[src/rtl/supv_pkg.sv]
package supv_pkg;

    typedef enum logic [1:0] {
        WD_LONG  = 2'b00,
        WD_MID   = 2'b01,
        WD_SHORT = 2'b10,
        WD_OFF   = 2'b11
    } wd_sel_e;

    localparam logic [7:0] CMD_LATCH_SET = 8'h06;
    localparam logic [7:0] CMD_LATCH_CLR = 8'h04;
    localparam logic [7:0] CMD_STAT_RD   = 8'h05;
    localparam logic [7:0] CMD_STAT_WR   = 8'h01;

    localparam int CMD_BITS   = 8;
    localparam int FRAME_BITS = 16;

endpackage

[src/rtl/supv_sync.sv]
module supv_sync #(
    parameter int             W       = 1,
    parameter int             STAGES  = 2,
    parameter logic [W-1:0]   RST_VAL = '0
) (
    input  logic         clk,
    input  logic         rst_n,
    input  logic [W-1:0] din,
    output logic [W-1:0] dout
);
    logic [W-1:0] stg_d [STAGES];
    logic [W-1:0] stg_q [STAGES];

    always_comb begin
        stg_d[0] = din;
        for (int i = 1; i < STAGES; i++) begin
            stg_d[i] = stg_q[i-1];
        end
    end

    always_ff @(posedge clk or negedge rst_n) begin
        if (!rst_n) begin
            for (int i = 0; i < STAGES; i++) begin
                stg_q[i] <= RST_VAL;
            end
        end else begin
            stg_q <= stg_d;
        end
    end

    assign dout = stg_q[STAGES-1];
endmodule

[src/rtl/supv_tick.sv]
module supv_tick #(
    parameter int CYCLES_PER_MS = 100000
) (
    input  logic clk,
    input  logic rst_n,
    output logic tick_o
);
    localparam int CW = $clog2(CYCLES_PER_MS + 1);

    logic [CW-1:0] cnt_d, cnt_q;
    logic          wrap;

    always_comb begin
        wrap  = (cnt_q == CW'(CYCLES_PER_MS - 1));
        cnt_d = wrap ? '0 : cnt_q + CW'(1);
    end

    always_ff @(posedge clk or negedge rst_n) begin
        if (!rst_n) cnt_q <= '0;
        else        cnt_q <= cnt_d;
    end

    assign tick_o = wrap;
endmodule

[src/rtl/supv_spi.sv]
module supv_spi
    import supv_pkg::*;
(
    input  logic       clk,
    input  logic       rst_n,
    input  logic       sck_s,
    input  logic       cs_s,
    input  logic       mosi_s,
    input  logic [7:0] status_i,
    output logic       miso_o,
    output logic       cs_fall_o,
    output logic       latch_set_o,
    output logic       latch_clr_o,
    output logic       wr_stb_o,
    output logic [1:0] wr_sel_o
);
    typedef struct packed {
        logic       sck_prev;
        logic       cs_prev;
        logic [4:0] bit_cnt;
        logic [7:0] rx;
        logic [7:0] cmd;
        logic [7:0] tx;
        logic       rd_act;
        logic       miso;
    } spi_st_t;

    spi_st_t q, d;
    logic       rise, fall;
    logic [7:0] rx_next;

    always_comb begin
        d           = q;
        latch_set_o = 1'b0;
        latch_clr_o = 1'b0;
        wr_stb_o    = 1'b0;
        rise        = sck_s & ~q.sck_prev;
        fall        = ~sck_s & q.sck_prev;
        rx_next     = {q.rx[6:0], mosi_s};
        wr_sel_o    = rx_next[5:4];
        cs_fall_o   = ~cs_s & q.cs_prev;
        d.sck_prev  = sck_s;
        d.cs_prev   = cs_s;

        if (cs_s) begin
            d.bit_cnt = '0;
            d.rd_act  = 1'b0;
            d.tx      = '0;
            d.miso    = 1'b0;
        end else begin
            if (rise && q.bit_cnt != 5'(FRAME_BITS)) begin
                d.rx      = rx_next;
                d.bit_cnt = q.bit_cnt + 5'd1;
                if (q.bit_cnt == 5'(CMD_BITS - 1)) begin
                    d.cmd = rx_next;
                    case (rx_next)
                        CMD_LATCH_SET: latch_set_o = 1'b1;
                        CMD_LATCH_CLR: latch_clr_o = 1'b1;
                        CMD_STAT_RD: begin
                            d.tx     = status_i;
                            d.rd_act = 1'b1;
                        end
                        default: ;
                    endcase
                end
                if (q.bit_cnt == 5'(FRAME_BITS - 1) && q.cmd == CMD_STAT_WR) begin
                    wr_stb_o = 1'b1;
                end
            end
            if (fall && q.rd_act) begin
                d.miso = q.tx[7];
                d.tx   = {q.tx[6:0], 1'b0};
            end
        end
    end

    always_ff @(posedge clk or negedge rst_n) begin
        if (!rst_n) begin
            q          <= '0;
            q.cs_prev  <= 1'b1;
        end else begin
            q <= d;
        end
    end

    assign miso_o = q.miso;
endmodule

[src/rtl/supv_ctrl.sv]
module supv_ctrl
    import supv_pkg::*;
#(
    parameter int      POR_MS      = 200,
    parameter int      WD_SHORT_MS = 200,
    parameter int      WD_MID_MS   = 600,
    parameter int      WD_LONG_MS  = 1400,
    parameter wd_sel_e INIT_SEL    = WD_LONG
) (
    input  logic       clk,
    input  logic       rst_n,
    input  logic       tick_i,
    input  logic       pg_s,
    input  logic       cs_fall_i,
    input  logic       latch_set_i,
    input  logic       latch_clr_i,
    input  logic       wr_stb_i,
    input  logic [1:0] wr_sel_i,
    output logic       reset_o,
    output logic       wel_o,
    output wd_sel_e    sel_o,
    output logic       expire_o,
    output logic [31:0] wd_cnt_o
);
    localparam int WD_MAX = (WD_LONG_MS > WD_MID_MS)
                          ? ((WD_LONG_MS > WD_SHORT_MS) ? WD_LONG_MS : WD_SHORT_MS)
                          : ((WD_MID_MS  > WD_SHORT_MS) ? WD_MID_MS  : WD_SHORT_MS);
    localparam int WW = $clog2(WD_MAX + 1);
    localparam int HW = $clog2(POR_MS + 1);

    typedef struct packed {
        logic          rst_act;
        logic [HW-1:0] hold;
        logic [WW-1:0] wd;
        logic          wel;
        wd_sel_e       sel;
        logic          expire;
    } ctrl_st_t;

    ctrl_st_t      q, d;
    logic [WW-1:0] wd_last;

    always_comb begin
        case (q.sel)
            WD_SHORT: wd_last = WW'(WD_SHORT_MS - 1);
            WD_MID:   wd_last = WW'(WD_MID_MS - 1);
            default:  wd_last = WW'(WD_LONG_MS - 1);
        endcase
    end

    always_comb begin
        d        = q;
        d.expire = 1'b0;

        // configuration and write-enable latch
        if (wr_stb_i && q.wel) begin
            d.sel = wd_sel_e'(wr_sel_i);
            d.wel = 1'b0;
        end else if (latch_set_i) begin
            d.wel = 1'b1;
        end else if (latch_clr_i) begin
            d.wel = 1'b0;
        end
        if (q.rst_act) d.wel = 1'b0;

        // watchdog counter
        if (q.rst_act || q.sel == WD_OFF || cs_fall_i) begin
            d.wd = '0;
        end else if (tick_i) begin
            if (q.wd == wd_last) begin
                d.wd     = '0;
                d.expire = 1'b1;
            end else begin
                d.wd = q.wd + WW'(1);
            end
        end

        // reset stretcher
        if (!pg_s || q.expire) begin
            d.rst_act = 1'b1;
            d.hold    = '0;
        end else if (q.rst_act && tick_i) begin
            if (q.hold == HW'(POR_MS - 1)) begin
                d.rst_act = 1'b0;
                d.hold    = '0;
            end else begin
                d.hold = q.hold + HW'(1);
            end
        end
    end

    always_ff @(posedge clk or negedge rst_n) begin
        if (!rst_n) begin
            q.rst_act <= 1'b1;
            q.hold    <= '0;
            q.wd      <= '0;
            q.wel     <= 1'b0;
            q.sel     <= INIT_SEL;
            q.expire  <= 1'b0;
        end else begin
            q <= d;
        end
    end

    assign reset_o  = q.rst_act;
    assign wel_o    = q.wel;
    assign sel_o    = q.sel;
    assign expire_o = q.expire;
    assign wd_cnt_o = 32'(q.wd);
endmodule

[src/rtl/wd_supervisor.sv]
module wd_supervisor
    import supv_pkg::*;
#(
    parameter int      CYCLES_PER_MS = 100000,
    parameter int      POR_MS        = 200,
    parameter int      WD_SHORT_MS   = 200,
    parameter int      WD_MID_MS     = 600,
    parameter int      WD_LONG_MS    = 1400,
    parameter int      SYNC_STAGES   = 2,
    parameter wd_sel_e INIT_SEL      = WD_LONG
) (
    input  logic clk,
    input  logic rst_n,
    input  logic pwr_good,
    input  logic spi_sck,
    input  logic spi_csn,
    input  logic spi_mosi,
    output logic spi_miso,
    output logic reset_out
);
    logic        pg_s, sck_s, cs_s, mosi_s;
    logic        tick;
    logic        cs_fall, latch_set, latch_clr, wr_stb;
    logic [1:0]  wr_sel;
    logic        wel, expire;
    wd_sel_e     sel;
    logic [1:0]  sel_bits;
    logic [7:0]  status;
    logic [31:0] wd_cnt;

    supv_sync #(
        .W       (4),
        .STAGES  (SYNC_STAGES),
        .RST_VAL (4'b0010)
    ) u_sync (
        .clk  (clk),
        .rst_n(rst_n),
        .din  ({pwr_good, spi_sck, spi_csn, spi_mosi}),
        .dout ({pg_s, sck_s, cs_s, mosi_s})
    );

    supv_tick #(.CYCLES_PER_MS(CYCLES_PER_MS)) u_tick (
        .clk   (clk),
        .rst_n (rst_n),
        .tick_o(tick)
    );

    assign sel_bits = sel;
    assign status   = {2'b00, sel_bits, 2'b00, wel, 1'b0};

    supv_spi u_spi (
        .clk        (clk),
        .rst_n      (rst_n),
        .sck_s      (sck_s),
        .cs_s       (cs_s),
        .mosi_s     (mosi_s),
        .status_i   (status),
        .miso_o     (spi_miso),
        .cs_fall_o  (cs_fall),
        .latch_set_o(latch_set),
        .latch_clr_o(latch_clr),
        .wr_stb_o   (wr_stb),
        .wr_sel_o   (wr_sel)
    );

    supv_ctrl #(
        .POR_MS     (POR_MS),
        .WD_SHORT_MS(WD_SHORT_MS),
        .WD_MID_MS  (WD_MID_MS),
        .WD_LONG_MS (WD_LONG_MS),
        .INIT_SEL   (INIT_SEL)
    ) u_ctrl (
        .clk        (clk),
        .rst_n      (rst_n),
        .tick_i     (tick),
        .pg_s       (pg_s),
        .cs_fall_i  (cs_fall),
        .latch_set_i(latch_set),
        .latch_clr_i(latch_clr),
        .wr_stb_i   (wr_stb),
        .wr_sel_i   (wr_sel),
        .reset_o    (reset_out),
        .wel_o      (wel),
        .sel_o      (sel),
        .expire_o   (expire),
        .wd_cnt_o   (wd_cnt)
    );
endmodule

[config.mk]
export PLATFORM = sky130hd
export DESIGN_NAME = wd_supervisor
export DESIGN_NICKNAME = d
export VERILOG_FILES = /design/src/rtl/supv_pkg.sv /design/src/rtl/supv_sync.sv /design/src/rtl/supv_tick.sv /design/src/rtl/supv_spi.sv /design/src/rtl/supv_ctrl.sv /design/src/rtl/wd_supervisor.sv
export SDC_FILE = /design/constraint.sdc
export NUM_CORES = 1
export LEC_CHECK = 0
export ABC_CLOCK_PERIOD_IN_PS = 3150
export BUFFER_PORTS_ARGS = -buffer_cell sky130_fd_sc_hd__buf_4
export CAP_MARGIN = 0
export CORE_ASPECT_RATIO = 1.25
export CORE_MARGIN = 2
export CORE_UTILIZATION = 55
export DETAILED_ROUTE_END_ITERATION = 10
export GPL_ROUTABILITY_DRIVEN = 0
export PLACE_DENSITY = 0.7
export SYNTH_ARGS = -nofsm -noshare
export SYNTH_HDL_FRONTEND = slang
export SYNTH_SLANG_ARGS = --single-unit
[constraint.sdc]
create_clock -name clk -period 3.15 [get_ports clk]
set_input_delay 0.63 -clock clk [delete_from_list [all_inputs] [get_ports clk]]
set_output_delay 0.63 -clock clk [all_outputs]
set_load 0.01 [all_outputs]
### Yosys cells after proc, flatten, opt, wreduce, memory -nomap -nowiden

Cells that the tools add are included.

* word-level logic and storage cells: 99
* flip-flop bits (word level): 82

* reduce and logical (&&, ||, !) cells: 25
* bitwise gates (word level): 6
* equality and inequality tests: 13
* add/subtract/negate cells: 4
* multiplexer cells: 34

Operators by type and width (number)
* $mux W17: 2
* $mux W11: 3
* $mux W30: 1
* $mux W9: 3
* $eq A8 B3 Y1 const B: 3
* $pmux W11 S2: 1
* $mux W1: 20
* $add A17 B1 Y17 const B: 1
* $eq A17 B17 Y1 const B: 1
* $mux W8: 2
* $reduce_bool A2 Y1: 7
* $add A11 B1 Y11 const B: 1
* $eq A11 B11 Y1: 1
* $mux W10: 1
* $reduce_and A3 Y1: 3
* $reduce_bool A3 Y1: 3
* $add A8 B1 Y8 const B: 1
* $eq A8 B1 Y1 const B: 1
* $eq A8 B8 Y1 const B: 1
* $add A5 B1 Y5 const B: 1
* $eq A5 B3 Y1 const B: 1
* $eq A5 B4 Y1 const B: 1
* $logic_and A1 B1 Y1: 5
* $mux W5: 1
* other kinds (9): 17

### Logic depth before layout (Yosys ltp)

Gate-level depths: netlist (run 1).

* word-level depth: 9
* gate-level depth with buffers: 8

### Hierarchy

From an unflattened synthesis (run 1), not the netlist that was laid out.

* cell total of the unflattened synthesis: 392
* area total of the unflattened synthesis: 4216.5 sq um

Modules (own cells, without submodules)
* supv_ctrl: cells an instance 174, area an instance 1639.1 sq um, times used 1
* supv_spi: cells an instance 135, area an instance 1577.8 sq um, times used 1
* supv_tick: cells an instance 74, area an instance 793.3 sq um, times used 1
* supv_sync: cells an instance 8, area an instance 202.7 sq um, times used 1
* wd_supervisor: cells an instance 1, area an instance 3.8 sq um, times used 1

### Least setup slack after synthesis (run 1)

OpenSTA, ideal clock, no wires.

* path type: reg2reg
* from: register u_spi.q[26] in the netlist's numbering
* to: register, netlist name u_ctrl.sel_o[0]
* path buffers: 0
* period minus slack after synthesis: 2160 ps
* cell stages (with the launch flop): 8
* required time: 3025 ps
* path slack: 990 ps
* arrival time: 2035 ps
* cell sequence: dfrtp_1 > ha_1 > and3_1 > ha_1 > or4b_2 > nor3_1 > and3_1 > mux2_2

* cells in the longest elaborated chain, start to end: 6

Ends and longest elaborated chain
* from (decl): line supv_spi.sv:28 `spi_st_t q, d;`
* $eq A5 B4 Y1: line supv_spi.sv:66 `if (q.bit_cnt == 5'(FRAME_BITS - 1) && q.cmd == CMD_STAT_WR) begin`
* $logic_and A1 B1 Y1: line supv_spi.sv:66
* $mux W1: line supv_spi.sv:66
* $mux W1 (*): line supv_spi.sv:51 `if (rise && q.bit_cnt != 5'(FRAME_BITS)) begin`
* $mux W1 (*): line supv_spi.sv:45 `if (cs_s) begin`
* $logic_and A1 B1 Y1 (*): line supv_ctrl.sv:56 `if (wr_stb_i && q.wel) begin`

Every way passes the cells marked *; elsewhere a longest branch is shown, timed or not.
A chain may end at the register's enable or synchronous reset.

### Worst setup path after layout (run 1)

* from: register u_tick.cnt_q[11]
* to: register u_ctrl.q[20] in the netlist's numbering

* cells in the longest elaborated chain, start to end: 3

Ends and longest elaborated chain
* from (decl): line supv_tick.sv:10 `logic [CW-1:0] cnt_d, cnt_q;`
* from (signal assigned): line supv_tick.sv:20 `else cnt_q <= cnt_d;`
* $eq A17 B17 Y1: line supv_tick.sv:14 `wrap = (cnt_q == CW'(CYCLES_PER_MS - 1));`
* $logic_and A1 B1 Y1: line supv_ctrl.sv:82 `end else if (q.rst_act && tick_i) begin`
* $reduce_bool A2 Y1 (no source line)
* to (decl): line supv_ctrl.sv:40 `ctrl_st_t q, d;`

Every way passes these cells.

==> results by group, run 1 <==
Outcome
  • Status: finished clean

Finish
  • Area Growth Syn to Fin: 10.9%
  • Ant. Diodes: 0
  • Final instance area: 4010 sq um
  • Layout Cells excl Fill: 430
  • Layout cells sized above 1: 0.152
  • Nets: 354

Clock network
  • Num CTS Buffers: 9
  • Worst-Skew Late Latency: 350 ps
  • Count of cells resized by post-cts repair: 0
  • Clock sink count: 80
  • Clock Path Buffers: 2
  • Setup Fix Bufs, Post-CTS: 0
  • Clock transition at the registers of the reported paths: 80 ps
  • Post-CTS Hold Buffers: 0
  • Clock tree from TritonCTS: built
  • H-Tree Level Count: 3
  • Root buf cell: clkbuf_8

Floorplanning
  • # IOs: 8
  • Core ar.: 6480 sq um
  • Die area: 7250 sq um
  • Initial Util: 0.559
  • Die H: 94.7 um
  • Standard-cell row count: 33
  • Die X: 76.6 um

Worst hold path
  • Min-delay src: u_sync.stg_d[2]
  • Hold Path Cell Cnt: 0
  • Worst Hold Path EP: u_sync.dout[2]
  • Hold crit path type: reg2reg

STA
  • Worst-Margin Slew: 967 ps
  • Upper clock frequency limit: 0.416 GHz
  • Min Tclk post-route: 2410 ps
  • Final hold violation count: 0
  • Worst slew margin: 0.355
  • RSZ-0062 raised after global routing: no
  • Period utilization: 0.764
  • Slew Limit Fails: 0
  • Worst Skew: 10.7 ps
  • Setup TNS: 0 ps
  • # setup viols final: 0
  • Hold slack: 353 ps

Setup path
  • CP Capture Type: flop
  • Top delay family on crit path: simple AND/OR/NAND/NOR gates
  • CP Class: reg2reg
  • Critical Path RT: 3430 ps
  • CP arrival: 2690 ps
  • Crit-path slowest cell: or4_1
  • R2R cell count: 4
  • Critical path cell sequence: or4b_1, or4_1, or3_1, a21oi_1
  • Buf+Inv Stages, Crit Path: 0
  • Crit start category: flop
  • Worst R2R Setup Slack: 740 ps
  • Peak per-stage delay on the critical path: 740 ps
  • R2R Path End: u_ctrl.q[20]
  • FF-to-FF Start: u_tick.cnt_q[11]
  • Critical path peak fanout: 19

Synth
  • Area share of the largest cell type after synthesis: 0.525
  • Cells after Synth: 327
  • Flop and latch count out of synthesis: 80
  • Mean Syn Cell Area: 11.1 sq um
  • Async SR Flop Fraction: 1.00
  • Leading area contributor after synthesis: dfrtp_1
  • Netlist Area Pre-Place: 3620 sq um
  • Register area share after synthesis: 0.554
  • Most used DFF post-synth: dfrtp_1
  • Ranking of synthesized cells by area: dfrtp_1 (53%), mux2_2 (5.9%), nor2_1 (3.3%)
  • Post-synth net total: 342
  • Distinct cells, synth: 46
  • Post-synth EDFFs: 0
  • Yosys synthesis warning count: 0

Pwr
  • Clock Power Share: 0.423
  • Combinational power share: 0.046
  • NetSw: 442 uW
  • Power Density: 526 nW/um^2
  • IR drop worst, VDD: 0.000328 V
  • Sw Ratio: 0.209
  • Leakage: 0.00175 uW
  • Sequential share of power: 0.532
  • Internal: 1670 uW
  • PnR Total Power: 2110 uW

Detailed routing
  • Vias/cell: 5.75
  • DR pass1 iterations: 4
  • Drt total wl: 6.41 mm
  • Routed len/inst: 14.9 um
  • Detailed Route Iter0 Violations: 160
  • ANT nets after route: 0
  • Vias: 2,472
  • Number of remaining DRC errors: 0

Flow run
  • Max-cap violations: 0

Global route
  • Total grt overflow: 0
  • Vias in the first global route: 2,418
  • GRT Overall Usage: 0.199
  • Initial antenna violation count: 0
  • First-pass GRT wire length: 11.3 mm
  • Pin count of the biggest net entering global routing: 81

Place
  • Hpwl dp: 4.26 mm
  • Port Buf Inserts: 7
  • Placed inst area: 3780 sq um
  • Placed cells: 415
[power groups by stage]
stage / sequential [uW] / combinational [uW] / clock [uW]
6_report: 1120 / 96.0 / 892
5_1_grt: 1130 / 109 / 955
4_1_cts: 1120 / 99.3 / 913
3_5_place_dp: 1140 / 98.9 / 0
3_3_place_gp: 1140 / 95.2 / 0
2_1_floorplan: 1120 / 63.9 / 0
[cells in the final DEF, fill, tap and decap left out, types with 10 or more instances in the layout]
| cell | synthesis | routed |
|---|---|---|
| mux2_2 | 19 | 19 |
| a21oi_1 | 15 | 15 |
| clkbuf_8 | 0 | 10 |
| buf_4 | 0 | 11 |
| nor2_1 | 32 | 32 |
| dfrtp_1 | 76 | 76 |
| nand2_1 | 20 | 20 |
| nand3_1 | 20 | 20 |
| xor2_1 | 11 | 11 |
| nand4_1 | 13 | 13 |
[cell usage after synthesis (3+ instances only)]
cell	number
a21oi_1	15
clkbuf_1	8
dfrtp_1	76
xor2_1	11
nand2b_1	3
and3_1	6
dfstp_2	4
nand3b_1	4
a22o_1	6
nand3_1	20
nand4_1	13
mux2_2	19
nor2_1	32
nor2b_1	3
nor3_1	8
a31oi_1	3
xnor2_1	9
ha_1	9
nor4_1	3
o21ai_0	8
and2_1	5
mux2i_1	5
nand2_1	20
inv_1	8
[cells by family after synthesis]
family,share of synthesized area
compound gates,0.0774
xor+xnor,0.0484
fa+ha+maj,0.0311
buf+inv,0.0194
flops,0.554
mux,0.0729
simple gates,0.197
[layer usage]
metal | track usage | part of all wire | wire, um | up-vias
li1 | - | - | - | 1200
met1 | 0.254 | 0.47 | 3030 | 1239
met2 | 0.330 | 0.49 | 3110 | 22
met3 | 0.0411 | 0.023 | 148 | 11
met4 | 0.0894 | 0.019 | 124 | 0
met5 | 0 | 0 | 0 | -
[sequential cells by signal, summed over array words and instances (netlist names)]
register / cells
u_spi.miso_o: 1
u_ctrl.wd_cnt_o: 11
u_ctrl.sel_o: 2
u_sync.dout: 4
u_ctrl.wel_o: 1
u_ctrl.expire_o: 1
u_ctrl.reset_o: 1
u_tick.cnt_q: 17
u_ctrl.q: 8
u_spi.wr_sel_o: 2
u_spi.q: 28
u_sync.stg_d: 4
[how the worst max path moves through the flow]
stage                          start               to  slack (ps)  cells after the start
floorplan                u_spi.q[26]  u_ctrl.sel_o[0]         990                      7
global placement    u_tick.cnt_q[11]     u_ctrl.q[20]         780                      4
detailed placement  u_tick.cnt_q[11]     u_ctrl.q[20]         740                      4
CTS                 u_tick.cnt_q[11]     u_ctrl.q[20]         730                      4
global route        u_tick.cnt_q[11]     u_ctrl.q[20]         650                      4
finish              u_tick.cnt_q[11]     u_ctrl.q[20]         740                      4
[layout make-up]
type | instances | area, sq um
fill | 550 | 2470
multi-input combinational | 229 | 1550
tap | 87 | 109
timing repair buffer | 11 | 82.6
sequential | 80 | 2010
clock buffer | 12 | 145
clock inverter | 3 | 90.1
inverter | 8 | 30.0
[worst register-to-register path: stages, from the launching register on]
cell and delay, ps:
dfrtp_1 430, or4b_1 580, or4_1 740, or3_1 460
a21oi_1 140
[per-stage QoR]
stage | util | worst slack (ps)
6_report | 0.619 | 744
5_1_grt | 0.619 | 646
4_1_cts | 0.619 | 725
3_5_place_dp | 0.583 | 738
3_3_place_gp | 0.583 | 785
2_1_floorplan | - | 990
(Power assumes the default switching activity.)
==> inputs of run 2 (changes only) <==
- ABC_AREA: not set -> 1
- ABC_CLOCK_PERIOD_IN_PS: 3150 -> 2000
- PLACE_DENSITY: 0.7 -> 0.73
- clock period: 3.15 -> 2 ns (I/O delays scaled with it)
==> run 2 against run 1 <==
  * Via count increased by 23%
  * Critical endpoint is now u_ctrl.wd_cnt_o[8]
  * First-iteration DRC count increased by 4.4%
  * Non-clock buffer count is 3 higher
==> results by group, run 2 <==
Setup path
  • Crit-path slowest cell: dfrtp_1 (was or4_1)
  • CP Capture Type: flop (unchanged)
  • CP Class: reg2reg (unchanged)
  • Critical path peak fanout: 6 (was 19)
  • CP arrival: 1970 ps (was 2690 ps)
  • Cell mode on critical path: nand2_1
  • FF-to-FF Start: u_ctrl.sel_o[0] (was u_tick.cnt_q[11])
  • Worst R2R Setup Slack: 270 ps (was 740 ps)
  • Peak per-stage delay on the critical path: 410 ps (was 740 ps)
  • R2R Path End: u_ctrl.wd_cnt_o[8] (was u_ctrl.q[20])
  • Crit start category: flop (unchanged)
  • Critical path cell sequence: inv_1, ha_1, o21ai_0, nand2_1, nand3b_1, nand2_1, nand2_1, inv_1, nor2_1 (was or4b_1, or4_1, or3_1, a21oi_1)
  • Critical Path RT: 2240 ps (was 3430 ps)
  • R2R cell count: 9 (was 4)

Global route
  • First-pass GRT wire length: 13.0 mm (was 11.3 mm)
  • Initial antenna violation count: 0 (unchanged)
  • Pin count of the biggest net entering global routing: 33 (was 81)
  • Routing usage on met2: 0.343 (was 0.330)
  • Global routing usage on met1: 0.265 (was 0.254)
  • GRT Overall Usage: 0.208 (was 0.199)
  • Vias in the first global route: 2,915 (was 2,418)
  • Gr busiest metal: met2 (unchanged)
  • Total grt overflow: 0 (unchanged)
  • Met3 usage: 0.0508 (was 0.0411)

Place
  • Hpwl dp: 5.42 mm (was 4.26 mm)
  • Pre-CTS setup slack: 314 ps (was 738 ps)
  • Placed inst area: 4200 sq um (was 3780 sq um)
  • Port Buf Inserts: 7 (unchanged)
  • Placed cells: 579 (was 415)

Synth
  • Flop and latch count out of synthesis: 80 (unchanged)
  • Ranking of synthesized cells by area: dfrtp_1 (47%), nand2_1 (10%), inv_1 (6.8%) (was dfrtp_1 (53%), mux2_2 (5.9%), nor2_1 (3.3%))
  • Distinct cells, synth: 39 (was 46)
  • Leading area contributor after synthesis: dfrtp_1 (unchanged)
  • Post-synth net total: 497 (was 342)
  • Area share of the largest cell type after synthesis: 0.472 (was 0.525)
  • Most used DFF post-synth: dfrtp_1 (unchanged)
  • Register area share after synthesis: 0.498 (was 0.554)
  • Post-synth EDFFs: 0 (unchanged)
  • Most common cell in the synthesized netlist: nand2_1 (was dfrtp_1)
  • Cells after Synth: 482 (was 327)
  • Mean Syn Cell Area: 8.35 sq um (was 11.1 sq um)
  • Yosys synthesis warning count: 0 (unchanged)
  • Netlist Area Pre-Place: 4030 sq um (was 3620 sq um)
  • Post-synth top cells: nand2_1 (112), dfrtp_1 (76), inv_1 (73) (was dfrtp_1 (76), nor2_1 (32), nand2_1 (20), nand3_1 (20), mux2_2 (19))
  • Async SR Flop Fraction: 1.00 (unchanged)

Worst hold path
  • Hold crit path type: in2reg (was reg2reg)
  • Min-delay src: spi_sck (was u_sync.stg_d[2])
  • Hold Path Cell Cnt: 1 (was 0)
  • Worst Hold Path EP: u_sync.stg_d[2] (was u_sync.dout[2])

Finish
  • Commonest non-fill, non-tap cell in the layout: nand2_1 (was dfrtp_1)
  • Max FFs per register: 28 (unchanged)
  • Area of the multi-input gates: 1680 sq um (was 1550 sq um)
  • FF+latch area: 2010 sq um (unchanged)
  • Ant. Diodes: 0 (unchanged)
  • Nets: 516 (was 354)
  • Filler cells: 608 (was 550)
  • Layout Cells excl Fill: 596 (was 430)
  • Area Growth Syn to Fin: 10.2% (was 10.9%)
  • Most frequent cells in the layout: nand2_1 (112), dfrtp_1 (76), inv_1 (73), nor2_1 (58), nand3_1 (33) (was dfrtp_1 (76), nor2_1 (32), nand2_1 (20), nand3_1 (20), mux2_2 (19))
  • Most flops, register: u_spi.q (unchanged)
  • Layout cells sized above 1: 0.128 (was 0.152)
  • Final instance area: 4440 sq um (was 4010 sq um)

Clock network
  • Clock sink count: 80 (unchanged)
  • Worst-Skew Late Latency: 350 ps (about the same)
  • H-Tree Level Count: 3 (unchanged)
  • Clock Path Buffers: 2 (unchanged)
  • Clock tree from TritonCTS: built (unchanged)
  • Setup Fix Bufs, Post-CTS: 0 (unchanged)
  • Clock transition at the registers of the reported paths: 80 ps (about the same)
  • Num CTS Buffers: 9 (unchanged)
  • Root buf cell: clkbuf_8 (unchanged)

Floorplanning
  • Initial Util: 0.574 (was 0.559)
  • Die H: 99.7 um (was 94.7 um)
  • Core ar.: 7020 sq um (was 6480 sq um)
  • # IOs: 8 (unchanged)
  • Die area: 8030 sq um (was 7250 sq um)
  • Standard-cell row count: 34 (was 33)
  • Die X: 80.5 um (was 76.6 um)

STA
  • Worst slew margin: 0.665 (was 0.355)
  • # setup viols final: 0 (unchanged)
  • RSZ-0062 raised after global routing: no (unchanged)
  • Worst Skew: 11.2 ps (was 10.7 ps)
  • Worst-Margin Slew: 499 ps (was 967 ps)
  • Setup TNS: 0 ps (unchanged)
  • Final hold violation count: 0 (unchanged)
  • Period utilization: 0.865 (was 0.764)
  • Min Tclk post-route: 1730 ps (was 2410 ps)
  • Upper clock frequency limit: 0.578 GHz (was 0.416 GHz)
  • Slew Limit Fails: 0 (unchanged)
  • Setup ws final: 271 ps (was 744 ps)

Detailed routing
  • Routed len/inst: 12.4 um (was 14.9 um)
  • ANT nets after route: 0 (unchanged)
  • Drt total wl: 7.38 mm (was 6.41 mm)
  • Vias: 3,039 (was 2,472)
  • Detailed Route Iter0 Violations: 167 (was 160)
  • Number of remaining DRC errors: 0 (unchanged)
  • DR pass1 iterations: 4 (unchanged)
  • Vias/cell: 5.10 (was 5.75)

Pwr
  • IR drop worst, VDD: 0.000464 V (was 0.000328 V)
  • Leakage: 0.00219 uW (was 0.00175 uW)
  • Power Density: 734 nW/um^2 (was 526 nW/um^2)

Flow run
  • Max-cap violations: 0 (unchanged)

Outcome
  • Status: finished clean (unchanged)
## run 2: worst max path at each step
stage / startpoint / to / depth (start not counted)
after floorplan: u_ctrl.sel_o[0] / u_ctrl.wd_cnt_o[3] / 9
after global placement: u_tick.cnt_q[0] / u_ctrl.wd_cnt_o[3] / 10
after detailed placement: u_ctrl.sel_o[0] / u_ctrl.wd_cnt_o[3] / 9
after CTS: u_ctrl.sel_o[0] / u_ctrl.wd_cnt_o[3] / 9
after global routing: u_ctrl.sel_o[0] / u_ctrl.wd_cnt_o[8] / 9
final: u_ctrl.sel_o[0] / u_ctrl.wd_cnt_o[8] / 9
## run 2: logic make-up (layout without fill, tap and decap cells)
group,count (synthesis),count (layout),share of synthesized area
flip-flops,80,80,0.498
adder cells (fa/ha/maj),9,9,0.0280
AND/OR/NAND/NOR,249,249,0.293
AO/OA/AOI/OAI,53,53,0.0771
XOR/XNOR,9,9,0.0196
buffers and inverters,82,106,0.0836
## run 2: repair_timing
item,in CTS,in global routing
gates resized for setup,0,0
hold buffers,1,0
hold endpoints to repair,26,0
## run 2: power by group
group | switching [uW] | internal, uW
combinational | 130 | 68.6
sequential | 53.4 | 1670
clock | 568 | 769
total | 752 | 2500
## run 2: cell type report
class,instances,share of cell area
clock buffer,11,0.0341
clock inverter,5,0.0178
inverter,76,0.0643
multi-input combinational,320,0.379
sequential,80,0.452
tap,90,0.0254
timing repair buffer,14,0.0271
## run 2: stage by stage
stage / hold slack [ps] / util / power [uW]
after CTS: 132 / 0.632 / 3300
after global placement: 333 / 0.598 / 1950
after global routing: 121 / 0.632 / 3410
after detailed placement: 336 / 0.598 / 1950
final: 151 / 0.632 / 3260
after floorplan: 104 / - / 1870
## run 2: routing by layer
metal	routed length, um	share of wire
met4	103	0.014
met3	221	0.030
met5	0	0
met2	3780	0.51
met1	3270	0.44
## run 2: critical path, delay by kind of cell (launching register included)
family | cells | cell delay (ps)
AOI/OAI and AO/OA | 1 | 140
adders and majority gates | 1 | 300
buffers and inverters | 2 | 160
DFF | 1 | 410
and+or+nand+nor | 5 | 600
